`config.mk`:
```
export PLATFORM = sky130hd
export DESIGN_NAME = bm_synth_top
export DESIGN_NICKNAME = d
export VERILOG_FILES = /design/src/rtl/bm_pkg.sv /design/src/rtl/bm_predict.sv /design/src/rtl/bm_update.sv /design/src/rtl/bm_synth_top.sv
export SDC_FILE = /design/constraint.sdc
export NUM_CORES = 1
export LEC_CHECK = 0
export BUFFER_PORTS_ARGS = -buffer_cell sky130_fd_sc_hd__clkbuf_2
export CAP_MARGIN = 5
export CELL_PAD_IN_SITES_DETAIL_PLACEMENT = 0
export CELL_PAD_IN_SITES_GLOBAL_PLACEMENT = 1
export CORE_MARGIN = 3
export CORE_UTILIZATION = 45
export DETAILED_ROUTE_END_ITERATION = 8
export GPL_TIMING_DRIVEN = 0
export PLACE_DENSITY = 0.89
export RECOVER_POWER = 100
export SETUP_SLACK_MARGIN = 0.5
export SYNTH_ARGS = -nofsm -noshare
export SYNTH_HDL_FRONTEND = slang
export SYNTH_SLANG_ARGS = --single-unit
```
`constraint.sdc`:
```
create_clock -name clk -period 2.91 [get_ports clk]
set_clock_uncertainty 0.15 [all_clocks]
set_input_delay 0.582 -clock clk [delete_from_list [all_inputs] [get_ports clk]]
set_output_delay 0.582 -clock clk [all_outputs]
set_load 0.02 [all_outputs]
```
`src/rtl/bm_pkg.sv`:
```
package bm_pkg;
  typedef enum logic [1:0] {
    ST_IDLE = 2'd0,
    ST_TAKE = 2'd1,
    ST_CALC = 2'd2,
    ST_FIN  = 2'd3
  } bm_state_t;
endpackage

```
`src/rtl/bm_predict.sv`:
```
// Predicts the next bit from the taps and history, resolves unspecified symbols.
module bm_predict #(
  parameter int MAX_DEG = 16
) (
  input  logic [MAX_DEG:1]   taps,
  input  logic [MAX_DEG-1:0] hist,   // hist[i-1] holds s[j-i]
  input  logic               in_x,
  input  logic               in_bit,
  output logic               resolved,
  output logic               disc
);
  logic pred;
  assign pred     = ^(taps & hist);
  assign resolved = in_x ? pred : in_bit;
  assign disc     = resolved ^ pred;
endmodule

```
`src/rtl/bm_update.sv`:
```
// One step of the binary recursion on polynomial, correction term, length and shift.
module bm_update #(
  parameter int MAX_DEG = 16,
  parameter int CW      = 7
) (
  input  logic [MAX_DEG:0] c_in,
  input  logic [MAX_DEG:0] b_in,
  input  logic [CW-1:0]    len_in,
  input  logic [CW-1:0]    shf_in,
  input  logic [CW-1:0]    cnt_in,
  input  logic             disc,
  output logic [MAX_DEG:0] c_out,
  output logic [MAX_DEG:0] b_out,
  output logic [CW-1:0]    len_out,
  output logic [CW-1:0]    shf_out
);
  logic [CW:0] twice_len;
  assign twice_len = {len_in, 1'b0};

  always_comb begin
    c_out   = c_in;
    b_out   = b_in;
    len_out = len_in;
    shf_out = shf_in + CW'(1);
    if (disc) begin
      c_out = c_in ^ (b_in << shf_in);
      if (twice_len <= {1'b0, cnt_in}) begin
        len_out = cnt_in + CW'(1) - len_in;
        b_out   = c_in;
        shf_out = CW'(1);
      end
    end
  end
endmodule

```
`src/rtl/bm_synth_top.sv`:
```
module bm_synth_top
  import bm_pkg::*;
#(
  parameter int MAX_DEG  = 16,
  parameter int MAX_SYMS = 64,
  localparam int CW = $clog2(MAX_SYMS + 1)
) (
  input  logic             clk,
  input  logic             rst,
  input  logic             start,
  input  logic             sym_valid,
  output logic             sym_ready,
  input  logic             sym_x,
  input  logic             sym_bit,
  input  logic             sym_last,
  output logic             res_valid,
  output logic             res_bit,
  output logic [MAX_DEG:0] poly,
  output logic [CW-1:0]    lin_len,
  output logic             done
);
  localparam logic [MAX_DEG:0] ONE_POLY = {{MAX_DEG{1'b0}}, 1'b1};

  bm_state_t          state_q;
  logic [MAX_DEG:0]   c_q, b_q, c_n, b_n;
  logic [CW-1:0]      len_q, shf_q, cnt_q, len_n, shf_n;
  logic [MAX_DEG-1:0] hist_q;
  logic               x_q, bit_q, last_q;
  logic               resolved, disc;
  logic               take;

  assign take      = sym_valid && (state_q == ST_TAKE);
  assign sym_ready = (state_q == ST_TAKE);
  assign done      = (state_q == ST_FIN);
  assign poly      = c_q;
  assign lin_len   = len_q;

  bm_predict #(.MAX_DEG(MAX_DEG)) u_pred (
    .taps     (c_q[MAX_DEG:1]),
    .hist     (hist_q),
    .in_x     (x_q),
    .in_bit   (bit_q),
    .resolved (resolved),
    .disc     (disc)
  );

  bm_update #(.MAX_DEG(MAX_DEG), .CW(CW)) u_upd (
    .c_in    (c_q),
    .b_in    (b_q),
    .len_in  (len_q),
    .shf_in  (shf_q),
    .cnt_in  (cnt_q),
    .disc    (disc),
    .c_out   (c_n),
    .b_out   (b_n),
    .len_out (len_n),
    .shf_out (shf_n)
  );

  always_ff @(posedge clk) begin
    res_valid <= 1'b0;
    if (rst || start) begin
      state_q <= rst ? ST_IDLE : ST_TAKE;
      c_q     <= ONE_POLY;
      b_q     <= ONE_POLY;
      len_q   <= '0;
      shf_q   <= CW'(1);
      cnt_q   <= '0;
      hist_q  <= '0;
      x_q     <= 1'b0;
      bit_q   <= 1'b0;
      last_q  <= 1'b0;
      res_bit <= 1'b0;
    end else begin
      case (state_q)
        ST_TAKE: if (take) begin
          x_q     <= sym_x;
          bit_q   <= sym_bit;
          last_q  <= sym_last;
          state_q <= ST_CALC;
        end
        ST_CALC: begin
          c_q       <= c_n;
          b_q       <= b_n;
          len_q     <= len_n;
          shf_q     <= shf_n;
          cnt_q     <= cnt_q + CW'(1);
          hist_q    <= {hist_q[MAX_DEG-2:0], resolved};
          res_bit   <= resolved;
          res_valid <= 1'b1;
          state_q   <= last_q ? ST_FIN : ST_TAKE;
        end
        default: ;
      endcase
    end
  end
endmodule

```
==> reports/results.tsv, run 1 <==
stage	metric	value	unit
clock_tree	Root Buffer Master	clkbuf_8	
route	first-pass iteration count of the detailed router	5	
clock_tree	clock-pin slew reported for the worst setup and hold paths after clock tree synthesis	0.09	ns
critical_path	type of the worst setup path	flop to flop	
route	final antenna-violating net count	0	
finish	number of standard cells in the final layout excluding fillers	782	
critical_path	Startpoint Class	flop	
sta	setup TNS	0	ns
critical_path	end of the worst register-to-register path	poly[12]	
sta	worst slew pin tran	0.609	ns
die	Floorplan Core Area	9460	um^2
power	total chip power	0.00208	W
route	total wire length after detailed routing	14600	um
sta	Setup-failing EPs final	0	
die	vertical extent of the die	106	um
power	power density over the cells	367	nW/um^2
status	status	completed	
yosys	total of flip-flops plus latches after synthesis	77	
grt	number of global-route vias before repair	4298	
critical_path	count of cells along the worst register-to-register path	8	
sta	setup repair after global routing missed its margin	yes	
yosys	summed instance area of the synthesized netlist	4470	um^2
clock_tree	CTS sink cnt	77	
grt	maximum number of pins on one net before global-route repair	14	
yosys	commonest register cell after synthesis	dfxtp_1	
clock_tree	maximum level of the CTS H-tree	3	
die	IO Pins	35	
route	Via density	5.84	
finish	commonest cells after routing, fill and taps aside	74 x a21oi_1, 55 x nand2_1, 52 x clkbuf_1, 41 x dfxtp_1, 31 x nand3_1	
critical_path	Worst EP arrival	2.81	ns
yosys	Syn Nets	592	
grt	Overall Global Routing Usage	25.4	%
yosys	async set or reset register ratio after synthesis	0	%
finish	area added between synthesis and finish	26.8	%
sta	Highest Clock Rate	373	MHz
placement	Routability Congestion	0.908	
finish	storage element area	1650	um^2
finish	fraction of layout instances using a drive strength above 1	25.7	%
yosys	count of flip-flops with a built-in enable after synthesis	2	
finish	number of fill cells	848	
yosys	Avg Cell Area, Syn	7.85	um^2
critical_path	crit path capture type	flop	
clock_tree	Skew-Pair Late Insertion Delay	0.35	ns
placement	Placed Cells incl. Taps	733	
clock_tree	number of buffers inserted by hold repair at cts	0	
job	Max Cap Violations	0	
die	DIE WIDTH	106	um
grt	first-pass GRT wire length	22500	um
clock_tree	CTS tree	built	
hold_path	worst hold path type	input port to flop	
finish	final core utilization	60.0	%
route	remaining routing DRC violations	0	
clock_tree	buffers from clock root to sink, at most	2	
sta	final hold viol count	0	
hold_path	hold path start	sym_bit	
sta	worst hold margin	0.313	ns
critical_path	WP data required	3.04	ns
critical_path	top fanout value on the critical path	6	
yosys	Seq/Total Area, Yosys	34.9	%
critical_path	delay of the slowest cell on the worst path	0.54	ns
die	Die Footprint	11200	um^2
yosys	count of cell types in the netlist	55	
finish	commonest non-fill, non-tap cell in the layout	a21oi_1	
yosys	Warnings, synthesis	0	
critical_path	setup slack on the worst flop-to-flop path	0.23	ns
power	worst-case vdd ir drop	263	uV
yosys	Gate Count Post-Synth	570	
sta	Final min period	2.68	ns
critical_path	end point of the critical path	poly[12]	
die	effective utilization at floorplan	47.3	%
finish	Diodes inserted	0	
critical_path	standard cell with the maximum stage delay on the critical path	or4_4	
critical_path	crit path cell chain	nand2_1, xor2_2, xnor2_2, xnor2_1, xnor3_1, clkbuf_1, or4_4, a21oi_2	
grt	total congestion overflow after global routing	0	
route	average wire per standard cell	18.6	um
clock_tree	number of buffers inserted during clock tree synthesis	9	
finish	area occupied by multi-input gates	2950	um^2
sta	worst slew margin relative to its limit	59.4	%
route	DRC violation total after the first TritonRoute iteration	382	
finish	Final nets	670	
critical_path	launching point of the worst reg2reg path	poly[8]	
power	leakage	2.05	nW
placement	number of port buffers	34	
critical_path	startpoint of the worst setup timing path	poly[8]	
sta	final-report max-slew violation count	0	
route	vias post-DR	4566	
sta	share of the clock period used by the worst path	92.1	%
die	number of rows in the core area	35	
grt	number of antenna violations at the first check in global routing	0	
placement	half-perimeter wire length after placement	10000	um
[stage by stage]
step / instance area [um^2] / setup WS [ns]
after floorplan: 4520 / 0.512
after global placement: 4850 / 0.101
after detailed placement: 4850 / 0.0921
after CTS: 5410 / 0.478
after global routing: 5670 / 0.140
final: 5670 / 0.229
[layout make-up]
type / count / share of cell area, %
clock inverter: 4 / 0.529
tap: 129 / 2.85
clock buffer: 12 / 2.93
sequential: 77 / 29.1
multi-input combinational: 428 / 52.0
timing repair buffer: 67 / 6.90
buffer: 41 / 4.13
inverter: 24 / 1.59
[timing repair]
item	4_1_cts	5_1_grt
endpoints found under the setup margin	46	47
gates cloned	1	2
pin swaps	23	20
buffers inserted	19	11
resized for setup	70	102
[metal layers]
| layer | routed length [um] | global-route usage [%] | vias to the layer above | share of wire, % |
|---|---|---|---|---|
| met1 | 6430 | 34.6 | 2139 | 44 |
| li1 | - | - | 2195 | - |
| met4 | 478 | 10.9 | 0 | 3.3 |
| met3 | 837 | 3.43 | 40 | 5.7 |
| met5 | 0 | 0 | - | 0 |
| met2 | 6840 | 40.3 | 192 | 47 |
[how the worst min path moves through the flow]
stage | to | slack, ns | cells past startpoint
after CTS | last_q | 0.30 | 3
after global routing | x_q | 0.30 | 3
after floorplan | hist_q[15] | 0.29 | 2
after global placement | hist_q[15] | 0.29 | 2
final | bit_q | 0.31 | 3
after detailed placement | last_q | 0.30 | 2
[registers in the layout, indices dropped and copies added, names as in the netlist]
register	count
b_q	17
poly	17
hist_q	16
cnt_q	7
lin_len	7
shf_q	7
state_q	2
bit_q	1
last_q	1
res_valid	1
x_q	1
[worst max-delay path: cells and delay by family, from the launching register on]
family | cells | cell delay (ns)
XOR/XNOR | 4 | 1.10
buffers and inverters | 1 | 0.21
AO/OA/AOI/OAI | 1 | 0.14
flip-flops | 1 | 0.37
AND/OR/NAND/NOR | 2 | 0.63
[Yosys cell counts, drive strengths merged (2+ instances only)]
library cell,number,share of area (%)
a21oi,79,8.8
dfxtp,75,34
nand2,69,5.8
o21ai,34,3.8
clkbuf,33,2.8
nand3,31,3.5
nor2,31,2.6
inv,23,1.9
xnor2,22,4.6
nor3,21,2.4
mux2i,19,4.3
ha,14,3.9
o31ai,14,2.4
or4,14,2.4
buf,8,1.1
xor2,7,1.4
a211oi,6,1.0
o21a,6,1.0
or2,5,0.70
or3,5,0.70
a211o,4,0.78
a21o,4,0.67
a31oi,3,0.42
and2,3,0.42
nand2b,3,0.42
nor2b,3,0.42
o211ai,3,0.50
o22ai,3,0.42
edfxtp,2,1.3
nand3b,2,0.34
nand4,2,0.28
nand4b,2,0.39
o2111ai,2,0.39
o221ai,2,0.39
[logic make-up after synthesis]
family                   synth area share, %
AO/OA/AOI/OAI                           22.0
buffers and inverters                   5.88
adder cells (fa/ha/maj)                 4.36
multiplexers                            5.01
XOR/XNOR                                7.08
flip-flops                              34.9
AND/OR/NAND/NOR                         20.8
[power breakdown]
group          switching, W  internal [W]
logic              0.000155     0.0000671
registers        0.00000704       0.00105
clock network      0.000418      0.000388
total              0.000580       0.00150
No activity file was read; power rests on OpenSTA's default activity.
==> run 2: changes to the inputs <==
BUFFER_PORTS_ARGS = -buffer_cell sky130_fd_sc_hd__buf_4   (was -buffer_cell sky130_fd_sc_hd__clkbuf_2)
GPL_TIMING_DRIVEN = not set   (was 0)
PLACE_DENSITY = 0.88   (was 0.89)
SYNTH_HIERARCHICAL = 1   (was not set)
==> run 2 against run 1 <==
  * The run now ends with negative setup slack left
  * Die area is 12% higher
  * Sequential cell count stayed put
  * Sequential share of layout area is 3.8 points lower
  * Clock power is 3.1% higher
  * Critical endpoint is now poly[10]
  * Largest power group unchanged
==> reports/results.tsv, run 2 <==
stage	metric	value	unit
finish	fraction of layout instances using a drive strength above 1	29.5	%
route	DRC violation total after the first TritonRoute iteration	267	
grt	number of antenna violations at the first check in global routing	0	
placement	half-perimeter wire length after placement	9510	um
critical_path	top fanout value on the critical path	7	
grt	Overall Global Routing Usage	21.9	%
yosys	leading cell types by count after synthesis	163 x nand2_1, 75 x dfxtp_1, 72 x a21oi_1	
finish	number of standard cells in the final layout excluding fillers	831	
finish	Diodes inserted	0	
yosys	count of cell types in the netlist	54	
yosys	commonest register cell after synthesis	dfxtp_1	
power	share of total power in sequential cells	50.5	%
finish	final instance area	6440	um^2
finish	area added between synthesis and finish	28.3	%
yosys	count leader, synth	nand2_1	
hold_path	worst hold path type	input port to flop	
route	first-pass iteration count of the detailed router	4	
sta	Highest Clock Rate	336	MHz
power	worst-case vdd ir drop	452	uV
die	vertical extent of the die	112	um
yosys	ranking of synthesized cells by area	dfxtp_1 30%, nand2_1 12%, a21oi_1 7.2%	
critical_path	crit path capture type	flop	
die	effective utilization at floorplan	47.4	%
yosys	total of flip-flops plus latches after synthesis	77	
clock_tree	buffers from clock root to sink, at most	2	
power	switch share	26.6	%
status	status	finished, violations left	
clock_tree	CTS tree	built	
placement	Placed Cells incl. Taps	801	
die	Floorplan Core Area	10600	um^2
grt	total congestion overflow after global routing	0	
sta	final hold viol count	0	
route	total wire length after detailed routing	14200	um
finish	Final nets	717	
sta	setup repair after global routing missed its margin	yes	
route	vias post-DR	4653	
sta	Final min period	2.98	ns
finish	commonest non-fill, non-tap cell in the layout	nand2_1	
yosys	async set or reset register ratio after synthesis	0	%
power	portion of total power attributed to the clock network	39.4	%
job	Max Cap Violations	0	
die	DIE WIDTH	112	um
sta	final-report max-slew violation count	0	
placement	number of port buffers	34	
clock_tree	maximum level of the CTS H-tree	3	
yosys	biggest area consumer among synthesized cells	dfxtp_1	
yosys	summed instance area of the synthesized netlist	5020	um^2
finish	commonest cells after routing, fill and taps aside	155 x nand2_1, 79 x buf_4, 68 x a21oi_1, 50 x dfxtp_1, 25 x mux2i_1	
route	Via density	5.60	
clock_tree	CTS sink cnt	77	
sta	share of the clock period used by the worst path	102	%
yosys	Seq/Total Area, Yosys	31.1	%
power	cell-internal power	0.00155	W
clock_tree	Root Buffer Master	clkbuf_8	
route	remaining routing DRC violations	0	
die	number of rows in the core area	37	
placement	Post-Place Setup Slack	-0.127	ns
status	violations in the final reports	negative setup slack	
sta	worst slew pin tran	0.869	ns
die	IO Pins	35	
clock_tree	number of buffers inserted during clock tree synthesis	9	
critical_path	setup slack on the worst flop-to-flop path	-0.07	ns
critical_path	WP data required	3.05	ns
sta	worst hold margin	0.296	ns
finish	final core utilization	60.8	%
yosys	Gate Count Post-Synth	625	
critical_path	Worst EP arrival	3.12	ns
grt	maximum number of pins on one net before global-route repair	46	
placement	Routability Congestion	0.948	
route	average wire per standard cell	17.1	um
grt	first-pass GRT wire length	22500	um
yosys	count of flip-flops with a built-in enable after synthesis	2	
power	leakage	2.58	nW
die	Die Footprint	12500	um^2
critical_path	type of the worst setup path	flop to flop	
power	net switching power figure	0.000561	W
sta	worst slew margin relative to its limit	42.0	%
yosys	Warnings, synthesis	6	
clock_tree	Skew-Pair Late Insertion Delay	0.36	ns
yosys	Syn Nets	652	
clock_tree	clock-pin slew reported for the worst setup and hold paths after clock tree synthesis	0.09	ns
yosys	Avg Cell Area, Syn	8.03	um^2
critical_path	Startpoint Class	flop	
power	power density over the cells	327	nW/um^2
route	final antenna-violating net count	0	
grt	number of global-route vias before repair	4442	
sta	worst setup margin	-0.0699	ns
placement	standard cell area after detailed placement	5760	um^2
sta	Setup-failing EPs final	30	
yosys	area share of the largest cell type after synthesis	29.9	%
power	logic gate share of total power	10.1	%
run 2: cells by family after synthesis:
family / share of synthesized area [%]
AO/OA/AOI/OAI: 14.4
buffers and inverters: 5.96
AND/OR/NAND/NOR: 21.3
adder cells (fa/ha/maj): 5.13
XOR/XNOR: 7.15
flip-flops: 31.1
multiplexers: 15.0
run 2: metal layers:
layer  vias up  GRT usage, %  routed length (um)
li1       2272             -                   -
met1      2242          29.7                6430
met2       116          35.9                6860
met3        23          4.29                 661
met4         0          5.76                 254
met5         -             0                   0
run 2: final timing paths:
kind / startpoint / to / cells past startpoint
worst max register to register: poly[16] / poly[10] / 14
worst min-delay path: sym_x / x_q / 3
worst min register to register: hist_q[15] / hist_q[15] / 2
worst max-delay path: poly[16] / poly[10] / 14
run 2: timing repair:
action	CTS	global route
hold endpoints to repair	0	0
resized for setup	39	39
cloned	3	2
pin swaps	13	16
hold buffers	0	0
endpoints found under the setup margin	48	48
setup buffers	7	2
run 2: per-stage QoR:
step                      setup TNS (ns)  total power [W]
after floorplan                        0          0.00123
after global placement           -0.0777          0.00128
after detailed placement          -0.156          0.00128
after CTS                              0          0.00211
after global routing               -4.85          0.00218
final                             -0.753          0.00211
run 2: final cells by class:
cell class	count	area (um^2)
clock inverters	5	61.3
flip-flops and latches	77	1630
multi-input cells	482	3470
fillers	935	4160
repair buffers	96	877
well taps	136	170
inverters	24	90.1
clock buffers	11	141
run 2: critical path, cell delays in order (launching register included):
cell and delay (ns):
dfxtp_4 0.35, nand2_1 0.08, xnor2_2 0.15, xnor2_1 0.14, xnor2_1 0.29, xnor2_1 0.21, mux2_4 0.21, or4b_4 0.48
buf_6 0.17, nor4b_4 0.24, a21oi_1 0.07, o21ai_1 0.09, a211o_1 0.12, nand2_1 0.05, a21oi_1 0.11
run 2: power by group through the flow:
| stage | combinational, W | sequential (W) | clock (W) |
|---|---|---|---|
| finish | 0.000212 | 0.00106 | 0.000831 |
| global route | 0.000228 | 0.00107 | 0.000887 |
| CTS | 0.000206 | 0.00106 | 0.000844 |
| detailed placement | 0.000193 | 0.00109 | 0 |
| global placement | 0.000190 | 0.00109 | 0 |
| floorplan | 0.000141 | 0.00108 | 0 |
==> run 3: changes to the inputs <==
--- a/config.mk
+++ b/config.mk
@@ -10,4 +10,5 @@
 export CELL_PAD_IN_SITES_DETAIL_PLACEMENT = 0
 export CELL_PAD_IN_SITES_GLOBAL_PLACEMENT = 1
+export CORE_ASPECT_RATIO = 0.9
 export CORE_MARGIN = 3
 export CORE_UTILIZATION = 45
==> constraint.sdc (replaced) <==
create_clock -name clk -period 2.91 [get_ports clk]
set_clock_uncertainty 0.15 [all_clocks]
set_input_delay 0.1455 -clock clk [delete_from_list [all_inputs] [get_ports clk]]
set_output_delay 0.1455 -clock clk [all_outputs]
set_load 0.02 [all_outputs]
==> run 3 against run 2 <==
  * The flow still finishes with violations (negative setup slack)
  * Sequential power about the same
  * Final area is 2.6% higher
  * Routed wire length rose by 3.3%
  * Largest power group is now the clock network
  * Clock power is 41% higher
  * Sequential cell count unchanged
  * Die area about the same
  * First-iteration DRC count increased by 25%
  * Highest routed layer unchanged
==> reports/results.tsv, run 3 (same netlist as run 2, synthesis figures left out) <==
stage	metric	value	unit
die	DIE WIDTH	117	um
power	portion of total power attributed to the clock network	47.6	%
grt	most used routing layer	met2	
critical_path	end point of the critical path	poly[3]	
die	vertical extent of the die	106	um
sta	final-report max-slew violation count	0	
finish	final instance area	6610	um^2
power	net switching power figure	0.000625	W
critical_path	end of the worst register-to-register path	poly[3]	
critical_path	delay of the slowest cell on the worst path	0.50	ns
sta	share of the clock period used by the worst path	102	%
critical_path	crit path cell chain	nand2_4, xor2_2, xnor2_2, xnor2_2, xnor2_2, mux2_4, or4b_4, buf_6, or3_4, xnor2_2, nand2_1, a21oi_2	
grt	total congestion overflow after global routing	0	
die	Floorplan Core Area	10600	um^2
sta	setup repair after global routing missed its margin	yes	
die	IO Pins	35	
route	first-pass iteration count of the detailed router	5	
critical_path	type of the worst setup path	flop to flop	
die	effective utilization at floorplan	47.6	%
power	worst-case vdd ir drop	291	uV
grt	met1 track demand over resource	32.2	%
clock_tree	maximum level of the CTS H-tree	3	
grt	met3 GRT Util	4.57	%
critical_path	top fanout value on the critical path	7	
clock_tree	CTS sink cnt	77	
die	number of rows in the core area	35	
finish	Final nets	727	
status	violations in the final reports	negative setup slack	
critical_path	standard cell with the maximum stage delay on the critical path	or4b_4	
finish	area added between synthesis and finish	31.6	%
die	Die Footprint	12500	um^2
route	final antenna-violating net count	0	
power	cell-internal power	0.00184	W
placement	number of port buffers	34	
clock_tree	number of buffers inserted during clock tree synthesis	9	
power	share of total power in sequential cells	43.5	%
critical_path	count of cells along the worst register-to-register path	12	
grt	met2 Resource Use GR	37.2	%
sta	final hold viol count	0	
critical_path	setup slack on the worst flop-to-flop path	-0.06	ns
grt	number of antenna violations at the first check in global routing	0	
hold_path	worst hold path type	input port to flop	
placement	Routability Congestion	0.910	
route	vias post-DR	4790	
sta	worst setup margin	-0.0631	ns
critical_path	Worst EP arrival	3.08	ns
status	status	finished, violations left	
route	total wire length after detailed routing	14700	um
placement	half-perimeter wire length after placement	9580	um
job	Max Cap Violations	0	
finish	fraction of layout instances using a drive strength above 1	29.1	%
power	logic gate share of total power	8.8	%
power	total chip power	0.00246	W
clock_tree	Root Buffer Master	clkbuf_16	
critical_path	launching point of the worst reg2reg path	poly[4]	
sta	Final min period	2.97	ns
critical_path	startpoint of the worst setup timing path	poly[4]	
grt	maximum number of pins on one net before global-route repair	53	
grt	Overall Global Routing Usage	23.1	%
finish	commonest non-fill, non-tap cell in the layout	nand2_1	
route	remaining routing DRC violations	0	
route	DRC violation total after the first TritonRoute iteration	333	
sta	Highest Clock Rate	336	MHz
critical_path	crit path capture type	flop	
grt	number of global-route vias before repair	4525	
power	power density over the cells	373	nW/um^2
power	leakage	2.56	nW
power	switch share	25.4	%
critical_path	cell repeated most along the worst path	xnor2_2	
finish	Diodes inserted	0	
clock_tree	buffers from clock root to sink, at most	2	
placement	standard cell area after detailed placement	5760	um^2
finish	commonest cells after routing, fill and taps aside	153 x nand2_1, 61 x a21oi_1, 61 x buf_4, 48 x dfxtp_1, 25 x mux2i_1	
clock_tree	clock-pin slew reported for the worst setup and hold paths after clock tree synthesis	0.06	ns
sta	Setup-failing EPs final	4	
route	Via density	5.62	
grt	first-pass GRT wire length	23400	um
clock_tree	CTS tree	built	
sta	worst slew margin relative to its limit	26.1	%
hold_path	cell depth of the worst min-delay path	4	
sta	worst slew pin tran	1.11	ns
clock_tree	Skew-Pair Late Insertion Delay	0.34	ns
critical_path	WP data required	3.02	ns
route	average wire per standard cell	17.2	um
critical_path	Startpoint Class	flop	
## run 3: stage by stage
step | hold slack [ns] | setup TNS [ns] | util, % | setup WS (ns) | instances
after detailed placement | 0.238 | -0.170 | 54.5 | -0.0641 | 815
after global routing | 0.224 | -1.18 | 62.6 | -0.158 | 853
after global placement | 0.229 | -0.0894 | 54.5 | -0.0352 | 815
after floorplan | 0.137 | 0 | - | 0.148 | 625
final | 0.187 | -0.111 | 62.6 | -0.0631 | 853
after CTS | 0.190 | 0 | 60.6 | 0.00437 | 848
## run 3: how the worst min path moves through the flow
stage / start / endpoint / slack, ns
after global placement: sym_last / last_q / 0.23
after detailed placement: sym_x / x_q / 0.24
after global routing: sym_valid / x_q / 0.22
after CTS: sym_valid / bit_q / 0.19
final: sym_valid / bit_q / 0.19
after floorplan: rst / b_q[0] / 0.14
## run 3: power by group through the flow
stage                     logic (W)  clock network (W)  registers, W
after detailed placement   0.000189                  0       0.00109
after CTS                  0.000207            0.00118       0.00107
final                      0.000218            0.00117       0.00107
after floorplan            0.000141                  0       0.00108
after global placement     0.000188                  0       0.00109
after global routing       0.000236            0.00124       0.00107
## run 3: cell type report
| cell class | count | area, um^2 |
|---|---|---|
| timing repair buffer | 106 | 852 |
| tap | 148 | 185 |
| clock inverter | 3 | 23.8 |
| clock buffer | 13 | 293 |
| sequential | 77 | 1630 |
| inverter | 24 | 90.1 |
| multi-input combinational | 482 | 3530 |
| fill | 899 | 3950 |
## run 3: routing by layer
layer  part of all wire (%)  wire (um)
met1                     47       6950
met2                     46       6690
met3                    5.8        848
met4                    1.3        198
met5                      0          0
## run 3: repair_timing
action | CTS | global route
hold buffers | 6 | 0
setup endpoints to repair | 48 | 48
setup buffers | 9 | 3
gates resized for setup | 28 | 58
hold endpoints to repair | 8 | 0
gates cloned | 2 | 2
pin swaps | 15 | 25
## run 3: worst max-delay path: cells and delay by family, from the launching register on
kind | cells | cell delay (ns)
and+or+nand+nor | 4 | 0.97
xor gates and xnor gates | 5 | 0.93
DFF | 1 | 0.36
muxes | 1 | 0.19
buffers and inverters | 1 | 0.17
AOI/OAI and AO/OA | 1 | 0.12
